[config.mk]
export PLATFORM = sky130hd
export DESIGN_NAME = spec_throttle_ctrl
export DESIGN_NICKNAME = d
export VERILOG_FILES = /design/src/rtl/smc_pkg.sv /design/src/rtl/smc_mode_reg.sv /design/src/rtl/smc_conf_counter.sv /design/src/rtl/spec_throttle_ctrl.sv
export SDC_FILE = /design/constraint.sdc
export NUM_CORES = 1
export LEC_CHECK = 0
export BUFFER_PORTS_ARGS = -buffer_cell sky130_fd_sc_hd__buf_4
export CAP_MARGIN = 0
export CORE_ASPECT_RATIO = 1.4
export CORE_MARGIN = 10
export CORE_UTILIZATION = 50
export DETAILED_ROUTE_END_ITERATION = 16
export PLACE_DENSITY_LB_ADDON = 0.12
export SETUP_SLACK_MARGIN = 0.05
export SYNTH_ARGS = -nofsm -noshare
export SYNTH_HDL_FRONTEND = slang
export SYNTH_HIERARCHICAL = 1
export SYNTH_SLANG_ARGS = --single-unit
[constraint.sdc]
create_clock -name clk -period 3.85 [get_ports clk]
set_input_delay 0.77 -clock clk [delete_from_list [all_inputs] [get_ports clk]]
set_output_delay 0.77 -clock clk [all_outputs]
set_load 0.02 [all_outputs]
[src/rtl/smc_pkg.sv]
package smc_pkg;

    typedef enum logic [1:0] {
        SMC_FULL  = 2'b00,
        SMC_FORCE = 2'b01,
        SMC_PER4  = 2'b10,
        SMC_PER8  = 2'b11
    } smc_mode_e;

    function automatic logic smc_is_adaptive(smc_mode_e m);
        return m[1];
    endfunction

endpackage

[src/rtl/smc_mode_reg.sv]
module smc_mode_reg
    import smc_pkg::*;
(
    input  logic      clk,
    input  logic      rst_n,
    input  logic      we_i,
    input  logic [1:0] mode_wr_i,
    output smc_mode_e mode_q_o,
    output smc_mode_e mode_d_o,
    output logic      clr_o
);

    typedef struct packed {
        smc_mode_e mode;
    } mode_st_t;

    mode_st_t st_d, st_q;

    always_comb begin
        st_d  = st_q;
        clr_o = 1'b0;
        if (we_i) begin
            st_d.mode = smc_mode_e'(mode_wr_i);
            clr_o     = !smc_is_adaptive(smc_mode_e'(mode_wr_i));
        end
    end

    always_ff @(posedge clk or negedge rst_n) begin
        if (!rst_n) st_q <= '{mode: SMC_FULL};
        else        st_q <= st_d;
    end

    assign mode_q_o = st_q.mode;
    assign mode_d_o = st_d.mode;

    assert_hold_without_we_R1: assert property (@(posedge clk) disable iff (!rst_n)
        !we_i |=> $stable(mode_q_o));

endmodule

[src/rtl/smc_conf_counter.sv]
module smc_conf_counter
    import smc_pkg::*;
#(
    parameter int CNT_W   = 8,
    parameter int STEP_LO = 4,
    parameter int STEP_HI = 8
) (
    input  logic             clk,
    input  logic             rst_n,
    input  smc_mode_e        mode_i,
    input  logic             clr_i,
    input  logic             inc_i,
    input  logic             dec_i,
    output logic [CNT_W-1:0] cnt_q_o,
    output logic [CNT_W-1:0] cnt_d_o
);

    localparam int SUM_W = CNT_W + 2;
    localparam logic [SUM_W-1:0] CNT_MAX = SUM_W'((1 << CNT_W) - 1);

    typedef struct packed {
        logic [CNT_W-1:0] cnt;
    } cnt_st_t;

    cnt_st_t          st_d, st_q;
    logic [SUM_W-1:0] step_w;
    logic [SUM_W-1:0] sum_w;
    logic             active_w;

    always_comb begin
        step_w   = (mode_i == SMC_PER8) ? SUM_W'(STEP_HI) : SUM_W'(STEP_LO);
        active_w = smc_is_adaptive(mode_i) && !clr_i;
        sum_w    = {2'b00, st_q.cnt};
        if (inc_i)                    sum_w = sum_w + step_w;
        if (dec_i && sum_w != '0)     sum_w = sum_w - SUM_W'(1);
        if (sum_w > CNT_MAX)          sum_w = CNT_MAX;
        st_d = st_q;
        if (clr_i)         st_d.cnt = '0;
        else if (active_w) st_d.cnt = sum_w[CNT_W-1:0];
    end

    always_ff @(posedge clk or negedge rst_n) begin
        if (!rst_n) st_q <= '{cnt: '0};
        else        st_q <= st_d;
    end

    assign cnt_q_o = st_q.cnt;
    assign cnt_d_o = st_d.cnt;

    assert_clear_on_fixed_R10: assert property (@(posedge clk) disable iff (!rst_n)
        clr_i |=> (cnt_q_o == '0));

    assert_top_saturate_R7: assert property (@(posedge clk) disable iff (!rst_n)
        (smc_is_adaptive(mode_i) && !clr_i && inc_i && cnt_q_o == CNT_MAX[CNT_W-1:0])
        |=> (cnt_q_o == CNT_MAX[CNT_W-1:0]));

    assert_floor_saturate_R8: assert property (@(posedge clk) disable iff (!rst_n)
        (smc_is_adaptive(mode_i) && !clr_i && dec_i && !inc_i && cnt_q_o == '0)
        |=> (cnt_q_o == '0));

    assert_step_lo_R4: assert property (@(posedge clk) disable iff (!rst_n)
        (mode_i == SMC_PER4 && !clr_i && inc_i && !dec_i && cnt_q_o < 8'd200)
        |=> (cnt_q_o == $past(cnt_q_o) + CNT_W'(STEP_LO)));

    assert_step_hi_R5: assert property (@(posedge clk) disable iff (!rst_n)
        (mode_i == SMC_PER8 && !clr_i && inc_i && !dec_i && cnt_q_o < 8'd200)
        |=> (cnt_q_o == $past(cnt_q_o) + CNT_W'(STEP_HI)));

    assert_fixed_frozen_R10: assert property (@(posedge clk) disable iff (!rst_n)
        (!smc_is_adaptive(mode_i) && !clr_i) |=> $stable(cnt_q_o));

endmodule

[src/rtl/spec_throttle_ctrl.sv]
module spec_throttle_ctrl
    import smc_pkg::*;
#(
    parameter int CNT_W   = 8,
    parameter int STEP_LO = 4,
    parameter int STEP_HI = 8
) (
    input  logic       clk,
    input  logic       rst_n,
    input  logic       cfg_we_i,
    input  logic [1:0] cfg_mode_i,
    input  logic       mispredict_i,
    input  logic       retire_i,
    output logic       conservative_o
);

    localparam int MSB = CNT_W - 1;

    typedef struct packed {
        logic cons;
    } out_st_t;

    smc_mode_e        mode_q, mode_d;
    logic             clr_w;
    logic [CNT_W-1:0] cnt_q, cnt_d;
    out_st_t          st_d, st_q;

    smc_mode_reg u_mode (
        .clk       (clk),
        .rst_n     (rst_n),
        .we_i      (cfg_we_i),
        .mode_wr_i (cfg_mode_i),
        .mode_q_o  (mode_q),
        .mode_d_o  (mode_d),
        .clr_o     (clr_w)
    );

    smc_conf_counter #(
        .CNT_W   (CNT_W),
        .STEP_LO (STEP_LO),
        .STEP_HI (STEP_HI)
    ) u_cnt (
        .clk     (clk),
        .rst_n   (rst_n),
        .mode_i  (mode_q),
        .clr_i   (clr_w),
        .inc_i   (mispredict_i),
        .dec_i   (retire_i),
        .cnt_q_o (cnt_q),
        .cnt_d_o (cnt_d)
    );

    always_comb begin
        st_d = st_q;
        unique case (mode_d)
            SMC_FULL:  st_d.cons = 1'b0;
            SMC_FORCE: st_d.cons = 1'b1;
            default:   st_d.cons = cnt_d[MSB];
        endcase
    end

    always_ff @(posedge clk or negedge rst_n) begin
        if (!rst_n) st_q <= '{cons: 1'b0};
        else        st_q <= st_d;
    end

    assign conservative_o = st_q.cons;

    assert_full_spec_low_R2: assert property (@(posedge clk) disable iff (!rst_n)
        (mode_q == SMC_FULL) |-> !conservative_o);

    assert_forced_high_R3: assert property (@(posedge clk) disable iff (!rst_n)
        (mode_q == SMC_FORCE) |-> conservative_o);

    assert_msb_tracks_R6: assert property (@(posedge clk) disable iff (!rst_n)
        smc_is_adaptive(mode_q) |-> (conservative_o == cnt_q[MSB]));

    assert_clear_output_R10: assert property (@(posedge clk) disable iff (!rst_n)
        (cfg_we_i && cfg_mode_i == 2'b00) |=> !conservative_o);

endmodule

==> key figures <==
Global route
  • Remaining global-route overflow: 0
  • Number of global-route vias before repair: slightly below 900
  • Antenna violations before repair: 0
  • Largest net degree at the start of global routing: 13
  • First-pass GRT wire length: about 3900 µm
  • Aggregate global-route resource usage: 0.111

Drt
  • Number of vias after detailed routing: about 900
  • ANT nets after route: 0
  • Detailed-router iteration count before antenna repair: 4
  • Detailed Route Iter0 Violations: 39
  • Wire length per cell after detailed routing: about 17 µm
  • Via density per instance: 6.55
  • Drc violations: 0
  • Final routed wirelength across all metal layers: 2280 µm

Critical path
  • CP startpoint kind: register
  • Reg-to-Reg Start: u_mode/mode_q_o[1]$_DFF_PN0_
  • Data required time at the worst endpoint: between 4 and 5 ns
  • Type of the worst setup path: register to register
  • Critical Path End Type: register
  • Slack of the worst reg-to-reg path: 0.73 ns
  • Worst r2r path cells: 9
  • Capturing point of the worst reg2reg path: conservative_o$_DFF_PN0_
  • Largest fanout on the critical path: 12
  • Worst EP arrival: 3.33 ns

STA
  • Rel. slew slack: 0.534
  • Hold Violations, Final: 0
  • Setup tns final: 0 ns
  • Worst setup slack after layout: 0.727 ns
  • Final Slew Violations: 0
  • Final setup violation count: 0
  • Transition at the pin with the smallest max-transition slack: 0.697 ns
  • Final Skew: roughly 0.006 ns
  • Time the worst path needs with I/O delays and setup: around 3.1 ns
  • Maximum operating frequency: between 300 and 400 MHz
  • Final cycle utilization of the critical path: 0.811
  • Setup repair after global routing missed its margin: no

Logic synthesis
  • Yosys warning total: 6
  • Flip-flop cell with the highest count after synthesis: sky130_fd_sc_hd__dfrtp_1
  • Count of different cell masters after synthesis: 44
  • Sequential element share of the synthesized area: 0.268
  • Total standard cell area after synthesis: between 1000 and 1500 µm²
  • Share of async-settable or async-resettable flops after synthesis: 1.00
  • Count of state elements after synthesis: 11
  • Average size of a mapped cell: around 9.2 µm²
  • Number of cells produced by synthesis: approximately 110
  • Count of flip-flops with a built-in enable after synthesis: 0
  • Synthesized netlist net count: about 120

CTS
  • CTS tree: built
  • Clock sink total: 11
  • Number of post-CTS setup repair buffers: 0
  • Root buffer cell: sky130_fd_sc_hd__clkbuf_4
  • PostCTS Resize Cnt: 0
  • H-Tree Level Count: 1
  • Cts hold-fix bufs: 0
  • Clock buffers created by TritonCTS: 3
  • Max Root-Sink Buffers: 2
  • Later-pin clock latency in the skew report: ~0.26 ns
  • Reg clk slew, reported paths: ~0.070 ns

Floorplanning
  • Boundary pin count: 8
  • Die width: about 58 µm
  • Std-Cell Core Area: around 1900 µm²
  • Initial Util: 0.526
  • Total Die Area: 4290 µm²
  • Height of the die: between 70 and 80 µm
  • Placement Rows: 19

Place
  • Placed standard-cell area: approximately 1100 µm²
  • Detailed placement HPWL: ~1800 µm
  • Routability cong.: 0.881
  • Setup Slack @ Placement: between 0.8 and 0.9 ns
  • Buffers added on ports: 7

Pwr
  • Areal power density over the cells: 509 nW/µm²
  • Leakage power total: 0.456 nW
  • IR Drop Worst-Case VDD: a little over 0.0003 V

Cells and area
  • Commonest cells after routing, fill and taps aside: sky130_fd_sc_hd__dfrtp_1, sky130_fd_sc_hd__nor2_1, sky130_fd_sc_hd__nand2_1, sky130_fd_sc_hd__buf_4, sky130_fd_sc_hd__inv_1
  • Final layout net count: around 130
  • Syn-to-layout area delta: 5.98%
  • Post-route design area: 1090 µm²
  • Number of diodes added for antenna fixing: 0
  • Share of post-route cells with drive strength above 1: 0.198

Job
  • Max-capacitance violation count: 0

Status
  • Status: finished clean

Min path
  • Type of the most critical hold path: input pin to async pin
==> logic make-up after synthesis <==
kind of cell / count (synthesis) / share of synthesized area
and+or+nand+nor: 43 / 0.238
AOI/OAI and AO/OA: 27 / 0.216
buffers and inverters: 12 / 0.0610
DFF: 11 / 0.268
xor gates and xnor gates: 7 / 0.0598
muxes: 7 / 0.0890
adders and majority gates: 5 / 0.0683
==> worst max-delay path by stage <==
stage | startpoint | end | slack, ns
global route | u_mode/mode_q_o[1]$_DFF_PN0_ | conservative_o$_DFF_PN0_ | 0.48
finish | u_mode/mode_q_o[1]$_DFF_PN0_ | conservative_o$_DFF_PN0_ | 0.73
floorplan | u_mode/mode_q_o[1]$_DFF_PN0_ | conservative_o$_DFF_PN0_ | 0.96
global placement | u_mode/mode_q_o[1]$_DFF_PN0_ | conservative_o$_DFF_PN0_ | 0.86
CTS | u_mode/mode_q_o[1]$_DFF_PN0_ | conservative_o$_DFF_PN0_ | 0.76
detailed placement | u_mode/mode_q_o[1]$_DFF_PN0_ | conservative_o$_DFF_PN0_ | 0.80
==> flip-flops by register name (all words and copies together) (netlist names) <==
| name | cells |
|---|---|
| conservative_o | 1 |
| u_cnt/cnt_q_o | 8 |
| u_mode/mode_q_o | 2 |
==> final cells by class <==
class	instances	area, µm²
timing repair buffer	7	52.6
clock buffer	4	26.3
tap	21	26.3
fill	185	862
multi-input combinational	89	688
inverter	5	18.8
sequential	11	275
==> layer usage <==
metal	share of wire	routed length, µm	global-route usage
met3	0.036	83	0.0155
met1	0.42	955	0.127
met2	0.52	1190	0.188
met5	0	0	0
met4	0.023	52	0.0654
==> stage by stage <==
| step | cells | power (mW) | util | hold slack (ns) |
|---|---|---|---|---|
| 2_1_floorplan | 112 | 0.422 | - | 0.474 |
| 3_3_place_gp | 133 | 0.473 | 0.544 | 0.514 |
| 3_5_place_dp | 133 | 0.475 | 0.544 | 0.521 |
| 4_1_cts | 137 | 0.557 | 0.558 | 0.315 |
| 5_1_grt | 137 | 0.596 | 0.558 | 0.320 |
| 6_report | 137 | 0.554 | 0.558 | 0.321 |
==> synth_stat cells, types with 3 or more instances <==
cell type | number | area share
sky130_fd_sc_hd__ha_1 | 4 | 0.049
sky130_fd_sc_hd__mux2_2 | 3 | 0.033
sky130_fd_sc_hd__nand3_1 | 3 | 0.015
sky130_fd_sc_hd__xnor2_1 | 3 | 0.026
sky130_fd_sc_hd__a21oi_1 | 4 | 0.020
sky130_fd_sc_hd__nand4_1 | 4 | 0.024
sky130_fd_sc_hd__a211oi_1 | 4 | 0.029
sky130_fd_sc_hd__inv_1 | 5 | 0.018
sky130_fd_sc_hd__nor3_1 | 3 | 0.015
sky130_fd_sc_hd__and3_1 | 3 | 0.018
sky130_fd_sc_hd__nor2_1 | 11 | 0.040
sky130_fd_sc_hd__nand2_1 | 9 | 0.033
sky130_fd_sc_hd__dfrtp_1 | 11 | 0.27
sky130_fd_sc_hd__xor2_1 | 4 | 0.034
sky130_fd_sc_hd__clkbuf_1 | 3 | 0.011
sky130_fd_sc_hd__o211ai_1 | 3 | 0.022
==> critical path: stages (launching register included) <==
cell and delay, ns:
sky130_fd_sc_hd__dfrtp_1 0.56, sky130_fd_sc_hd__nand2_1 0.14, sky130_fd_sc_hd__ha_1 0.25, sky130_fd_sc_hd__fa_1 0.58
sky130_fd_sc_hd__and4b_1 0.24, sky130_fd_sc_hd__o31ai_2 0.33, sky130_fd_sc_hd__a21oi_1 0.16, sky130_fd_sc_hd__a32o_2 0.31
sky130_fd_sc_hd__a211oi_1 0.28, sky130_fd_sc_hd__mux2_4 0.20
==> report_power, final <==
part / total, mW / internal (mW) / leakage (nW) / switching [mW]
Sequential: 0.193 / 0.142 / 0.136 / 0.0508
Combinational: 0.283 / 0.128 / 0.305 / 0.155
Clock: 0.0776 / 0.0400 / 0.0150 / 0.0375
Power figures use the tool's default switching activity.
